$ cat src/rtl/tmr_irq_pkg.sv
package tmr_irq_pkg;
    localparam int NUM_CH    = 3;
    localparam int REG_W     = 8;
    localparam int ADDR_W    = 20;
    localparam logic [ADDR_W-1:0] REG_ADDR = 20'hFFF65;
    localparam int FLAG_LSB  = 0;
    localparam int EN_LSB    = 4;
    localparam int RSV_LO    = 3;
    localparam int RSV_HI    = 7;
    localparam logic [REG_W-1:0] RSV_MASK = (REG_W'(1) << RSV_LO) | (REG_W'(1) << RSV_HI);

    typedef logic [NUM_CH-1:0] ch_vec_t;

    typedef struct packed {
        logic             rd;
        logic             wr;
        logic [REG_W-1:0] wdata;
    } bus_acc_t;

    function automatic logic [REG_W-1:0] pack_status(input ch_vec_t en, input ch_vec_t flg);
        logic [REG_W-1:0] v;
        v = RSV_MASK;
        v[EN_LSB +: NUM_CH]   = en;
        v[FLAG_LSB +: NUM_CH] = flg;
        return v;
    endfunction
endpackage

$ cat src/rtl/tmr_evt_select.sv
module tmr_evt_select
    import tmr_irq_pkg::*;
(
    input  ch_vec_t cmp_match,
    input  ch_vec_t cap_strobe,
    input  ch_vec_t cap_mode,
    output ch_vec_t evt
);
    for (genvar c = 0; c < NUM_CH; c++) begin : g_ch
        always_comb begin
            if (cap_mode[c]) evt[c] = cap_strobe[c];
            else             evt[c] = cmp_match[c];
        end
    end
endmodule

$ cat src/rtl/tmr_flag_cell.sv
module tmr_flag_cell (
    input  logic clk,
    input  logic rst,
    input  logic evt,
    input  logic rd_hit,
    input  logic wr_hit,
    input  logic wbit,
    output logic flag_q,
    output logic arm_q
);
    logic clr_req;
    logic flag_d;
    logic arm_d;

    always_comb begin
        clr_req = wr_hit && arm_q && !wbit;
        flag_d  = evt || (flag_q && !clr_req);
        if (wr_hit)      arm_d = 1'b0;
        else if (rd_hit) arm_d = arm_q || flag_q;
        else             arm_d = arm_q;
    end

    always_ff @(posedge clk) begin
        if (rst) begin
            flag_q <= 1'b0;
            arm_q  <= 1'b0;
        end else begin
            flag_q <= flag_d;
            arm_q  <= arm_d;
        end
    end

    // a selected event always leaves the flag set
    a_r8_set_wins: assert property (@(posedge clk) disable iff (rst)
        evt |=> flag_q);
    // nothing but an event raises a flag
    a_r4_no_set_by_write: assert property (@(posedge clk) disable iff (rst)
        (!flag_q && !evt) |=> !flag_q);
    // an unarmed flag cannot be cleared
    a_r5_clear_needs_arm: assert property (@(posedge clk) disable iff (rst)
        (flag_q && !arm_q) |=> flag_q);
    // any write disarms
    a_r5_arm_consumed: assert property (@(posedge clk) disable iff (rst)
        wr_hit |=> !arm_q);
endmodule

$ cat src/rtl/tmr_irq_out.sv
module tmr_irq_out
    import tmr_irq_pkg::*;
(
    input  logic    clk,
    input  logic    rst,
    input  ch_vec_t flag,
    input  ch_vec_t en,
    output ch_vec_t irq_q
);
    always_ff @(posedge clk) begin
        if (rst) irq_q <= '0;
        else     irq_q <= flag & en;
    end

    // request follows flag and enable with one register delay
    a_r9_irq_lag: assert property (@(posedge clk) disable iff (rst)
        (flag == '0 || en == '0) |=> irq_q == '0);
endmodule

$ cat src/rtl/tmr_evt_flag_reg.sv
module tmr_evt_flag_reg
    import tmr_irq_pkg::*;
(
    input  logic              clk,
    input  logic              rst,
    input  logic [ADDR_W-1:0] bus_addr,
    input  logic              bus_rd,
    input  logic              bus_wr,
    input  logic [REG_W-1:0]  bus_wdata,
    output logic [REG_W-1:0]  bus_rdata,
    input  logic [NUM_CH-1:0] cmp_match,
    input  logic [NUM_CH-1:0] cap_strobe,
    input  logic [NUM_CH-1:0] cap_mode,
    output logic [NUM_CH-1:0] irq_req
);
    bus_acc_t acc;
    logic     addr_hit;
    logic     rd_hit;
    logic     wr_hit;
    ch_vec_t  en_q;
    ch_vec_t  flag_q;
    ch_vec_t  arm_q;
    ch_vec_t  evt;
    logic     rsv_wbits_unused;

    always_comb begin
        acc.rd    = bus_rd;
        acc.wr    = bus_wr;
        acc.wdata = bus_wdata;
        addr_hit  = (bus_addr == REG_ADDR);
        rd_hit    = addr_hit && acc.rd;
        wr_hit    = addr_hit && acc.wr;
        rsv_wbits_unused = ^(acc.wdata & RSV_MASK);
    end

    always_ff @(posedge clk) begin
        if (rst)         en_q <= '0;
        else if (wr_hit) en_q <= acc.wdata[EN_LSB +: NUM_CH];
    end

    tmr_evt_select u_sel (
        .cmp_match (cmp_match),
        .cap_strobe(cap_strobe),
        .cap_mode  (cap_mode),
        .evt       (evt)
    );

    for (genvar c = 0; c < NUM_CH; c++) begin : g_flag
        tmr_flag_cell u_cell (
            .clk   (clk),
            .rst   (rst),
            .evt   (evt[c]),
            .rd_hit(rd_hit),
            .wr_hit(wr_hit),
            .wbit  (acc.wdata[FLAG_LSB + c]),
            .flag_q(flag_q[c]),
            .arm_q (arm_q[c])
        );
    end

    tmr_irq_out u_irq (
        .clk  (clk),
        .rst  (rst),
        .flag (flag_q),
        .en   (en_q),
        .irq_q(irq_req)
    );

    always_comb begin
        if (rd_hit) bus_rdata = pack_status(en_q, flag_q);
        else        bus_rdata = '0;
    end

    // reset clears enables and flags
    a_r1_reset_state: assert property (@(posedge clk)
        rst |=> (en_q == '0 && flag_q == '0 && arm_q == '0));
    // reserved bits read back as 1
    a_r2_rsv_ones: assert property (@(posedge clk) disable iff (rst)
        rd_hit |-> (bus_rdata[RSV_HI] && bus_rdata[RSV_LO]));
    // writes elsewhere leave the enables alone
    a_r10_miss_keeps_en: assert property (@(posedge clk) disable iff (rst)
        (!bus_wr || bus_addr != REG_ADDR) |=> $stable(en_q));
    // addressed write loads the enables
    a_r3_en_load: assert property (@(posedge clk) disable iff (rst)
        (bus_wr && bus_addr == REG_ADDR) |=> en_q == $past(bus_wdata[EN_LSB +: NUM_CH]));
endmodule

$ cat config.mk
export PLATFORM = sky130hd
export DESIGN_NAME = tmr_evt_flag_reg
export DESIGN_NICKNAME = d
export VERILOG_FILES = /design/src/rtl/tmr_irq_pkg.sv /design/src/rtl/tmr_evt_select.sv /design/src/rtl/tmr_flag_cell.sv /design/src/rtl/tmr_irq_out.sv /design/src/rtl/tmr_evt_flag_reg.sv
export SDC_FILE = /design/constraint.sdc
export NUM_CORES = 1
export LEC_CHECK = 0
export ABC_CLOCK_PERIOD_IN_PS = 2290
export BUFFER_PORTS_ARGS = -buffer_cell sky130_fd_sc_hd__buf_4
export CORE_MARGIN = 8
export CORE_UTILIZATION = 28
export CTS_CLUSTER_SIZE = 30
export DETAILED_ROUTE_END_ITERATION = 10
export PLACE_DENSITY = 0.69
export SLEW_MARGIN = 20
export SYNTH_ARGS = -nofsm -noshare
export SYNTH_HDL_FRONTEND = slang
export SYNTH_SLANG_ARGS = --single-unit
$ cat constraint.sdc
create_clock -name clk -period 2.29 [get_ports clk]
set_input_delay 0.458 -clock clk [delete_from_list [all_inputs] [get_ports clk]]
set_output_delay 0.458 -clock clk [all_outputs]
set_load 0.1 [all_outputs]
# After elaboration in Yosys (flattened, before gate mapping)
# Index checks and enable logic that the tools add are counted.
op_classes:
  n_eq_ne: 1
  n_reduce_logical: 24
  muxes: 4
  bitwise_logic: 1
op_table:
  columns: ["op", "n"]
  rows:
  - ["20-bit == test (second input constant)", 1]
  - ["1-bit logical AND", 11]
  - ["8-bit two-way mux", 1]
  - ["1-bit logical NOT", 6]
  - ["1-bit logical OR", 6]
  - ["3-bit AND", 1]
  - ["1-bit two-way mux", 3]
  - ["2-bit OR reduction", 1]
totals:
  inputBits: 41
  ff_bits: 12
  elab_cells: 38
  out_inout_bits: 11

# Depth between registers and ports, before layout
logic_depth:
  word_depth: 7
  ltp_mapped: 5
  depth_no_buf: 4

# By module
# A second synthesis with hierarchy kept.
hier_totals:
  hier_cells: 62
  hier_area_um2: 603.1
by_module_without_submodules:
  columns: ["module", "instances", "area_each_um2", "cells_each", "seq_area_each_um2"]
  rows:
  - ["tmr_evt_flag_reg", 1, 272.8, 32, 60.1]
  - ["tmr_flag_cell", 3, 66.3, 7, 40.0]
  - ["tmr_irq_out", 1, 86.3, 6, 60.1]
  - ["tmr_evt_select", 1, 45.0, 3, 0.0]

# Worst setup path before layout
# OpenSTA, ideal clock, no wires.
synth_timing:
  path_kind: "input port to output port"
  from: "input bus_addr[4]"
  to: "output bus_rdata[0]"
  n_path_buf: 1
  setup_slack_ns: -0.293
  required_time_ns: 1.832
  arrival_time_ns: 2.125
  cell_stages: 5
  cell_sequence: "nand4bb_4 -> nor4_4 -> and3_1 -> buf_4 -> and2_1"
synth_between:
  elab_chain_cells: 3
synth_rtl:
  columns: ["element", "line", "rtl"]
  rows:
  - ["start: declaration", "tmr_evt_flag_reg.sv:6", "input logic [ADDR_W-1:0] bus_addr,"]
  - ["20-bit == test", "tmr_evt_flag_reg.sv:30", "addr_hit = (bus_addr == REG_ADDR);"]
  - ["1-bit logical AND", "tmr_evt_flag_reg.sv:31", "rd_hit = addr_hit && acc.rd;"]
  - ["net g_flag[0].u_cell.rd_hit", "tmr_flag_cell.sv:5", "input logic rd_hit,"]
  - ["8-bit two-way mux", "tmr_evt_flag_reg.sv:70", "if (rd_hit) bus_rdata = pack_status(en_q, flag_q);"]
  - ["end: declaration", "tmr_evt_flag_reg.sv:10", "output logic [REG_W-1:0] bus_rdata,"]
# The timed path passes the listed nets, and every way through them passes these cells.

# Worst setup path after layout
layout_timing:
  from: "input bus_addr[4]"
  to: "output bus_rdata[7]"
layout_between:
  elab_chain_cells: 3
layout_rtl:
  columns: ["element", "line"]
  rows:
  - ["20-bit == test", "tmr_evt_flag_reg.sv:30"]
  - ["1-bit logical AND", "tmr_evt_flag_reg.sv:31"]
  - ["8-bit two-way mux", "tmr_evt_flag_reg.sv:70"]
# No other way between the ends.

==> run metrics <==
syn_area_per_cell 9.42 um^2; hold slack 439 ps; # Max-Cap Violations 0; R2R Path End g_flag[1].u_cell.flag_q; Multi-input gate area 364 um^2; worst skew pair latency 260 ps; final period utilization 97.9%; WP data arrival 1780 ps; clock buffer depth 2; most frequent cells in the layout 46 x buf_4, 12 x dfxtp_1, 6 x and2_2, 6 x nor2_1, 6 x buf_6; Peak VDD IR 0.160 mV; Die Height 63.1 um; Worst Hold Depth 2; hold wc startpoint en_q[0]; gp weighted congestion 0.748; sequential cell area 240 um^2; cts hold-fix bufs 0; Slew Viols, Final 0; Worst-path clk slew 70 ps; post-synthesis sequential area ratio 38.6%; Yosys warnings 0; Sink Count 12; Buffers on Ports 49; number of antenna violations at the first check in global routing 0; crit path max fanout 8; Hold Fails Final Rpt 0; dpl hpwl 1700 um; commonest non-fill, non-tap cell in the layout buf_4; total wire length 2000 um; overall global routing resource usage 9.57%; Final min period 2240 ps; gr ovfl total 0; reg2reg start g_flag[1].u_cell.arm_q; DR vias 685; FP Rows 17; maximum clock rate 446 MHz; wire per inst 13.8 um; crit path capture type output port; quantity of gates resized following cts 6; Cell Area, Synth 622 um^2; r2r worst-path depth 2; Mapped Cells 66; RSZ-0062 raised after global routing no; syn_nets 107; CORE AREA 0.00215 mm^2; CP Launch Type primary input; Worst slew margin 81.3%; synthesis-to-layout area growth 72.8%; Clock Skews 1.82 ps; Hold Path Sink u_irq.irq_q[0]; drt initial violations 4; Pleak 0.000478 uW; Slew @ Worst Pin 282 ps; hold crit path type reg2reg; post-place setup slack -11.4 ps; post-synth cell types 21; Num CTS Buffers 3; Pwr per Cell Area 385 mW/mm^2; CTS H-tree lvls 1; TritonRoute pass-1 iters 4; I/O pin cnt 52; Crit Path Category in2out; die width 63.1 um; CP required 1830 ps; first-pass GRT wire length 3130 um; R2R setup slack 1520 ps; Synth Register Bits 12; n_diodes 0; Final ANT Viol Nets 0; via-per-instance ratio 4.72; Final #Nets 160; vias in the first global route 721; Final Setup Violations 0; largest net degree at the start of global routing 13; CTS tree done; DRC viols 0; CTS root buf clkbuf_4; share of layout cells above drive strength 1 59.0%; initial cell density of the core 28.9%; outcome finished clean; Die Area 0.00398 mm^2; post-CTS setup repair buffer count 0; Fillers 211; final worst setup slack 47.8 ps
==> layer usage <==
metal / share of wire (%) / vias to the layer above / routed length [um] / GRT usage (%)
met1: 37 / 318 / 739 / 8.89
met3: 8.0 / 0 / 160 / 4.59
li1: - / 345 / - / -
met2: 55 / 22 / 1100 / 18.1
met5: 0 / - / 0 / 0
met4: 0 / 0 / 0 / 2.56
==> worst max-delay path, cell delays in order <==
cell	delay (ps)
buf_4	110
nand4bb_4	230
nor4_4	300
and3_2	290
buf_4	120
buf_4	270
==> Yosys cell counts, drive strengths merged <==
cell	n	share of area (%)
or4	1	1.8
and2	7	7.0
nand3	3	2.4
a211oi	3	3.6
nand4	3	3.0
o21ai	3	2.4
nor3b	3	3.6
buf	3	3.6
dfxtp	12	39
and4bb	1	2.0
nor2	7	5.4
nand4bb	1	4.4
mux2	3	5.4
a41oi	3	4.2
nor3	3	2.4
clkbuf	1	0.60
nand2	4	2.4
and3	1	1.0
nor4	1	3.4
a21oi	3	2.4
==> registers in the layout, indices dropped and copies added, names as in the netlist <==
name,cells
u_irq.irq_q,3
en_q,3
g_flag.u_cell.flag_q,3
g_flag.u_cell.arm_q,3
==> layout make-up <==
| cell class | instances | share of cell area, % |
|---|---|---|
| well taps | 28 | 3.26 |
| flip-flops and latches | 12 | 22.4 |
| multi-input cells | 50 | 33.9 |
| clock buffers | 3 | 2.10 |
| repair buffers | 52 | 38.4 |
==> where the power goes <==
part | total, uW | internal (uW) | switching, uW
clock | 124 | 60.7 | 63.2
sequential | 218 | 213 | 4.54
combinational | 72.6 | 51.4 | 21.2
==> stage by stage <==
step                cells  utilization, %  total power [uW]  setup TNS [ps]  cell area (um^2)
floorplan              66               -               239           -42.4               629
global placement      142            47.9               293               0              1030
detailed placement    142            47.9               295           -44.0              1030
CTS                   145            50.0               421               0              1070
global route          145            50.0               436               0              1070
finish                145            50.0               414               0              1070
==> worst max path at each step <==
stage	endpoint	start	depth (start not counted)	slack (ps)
after floorplan	bus_rdata[0]	bus_addr[4]	5	-7
after global placement	bus_rdata[2]	bus_addr[4]	6	3
after detailed placement	bus_rdata[6]	bus_addr[4]	6	-10
after CTS	bus_rdata[7]	bus_addr[4]	6	30
after global routing	bus_rdata[7]	bus_addr[4]	6	30
final	bus_rdata[7]	bus_addr[4]	6	50
==> cells by family after synthesis <==
logic type | count (synthesis) | synth area share, %
compound gates | 12 | 12.7
mux | 3 | 5.43
buf+inv | 4 | 4.22
simple gates | 35 | 39.0
flops | 12 | 38.6
Note: power is estimated with default switching activity, not from simulation.
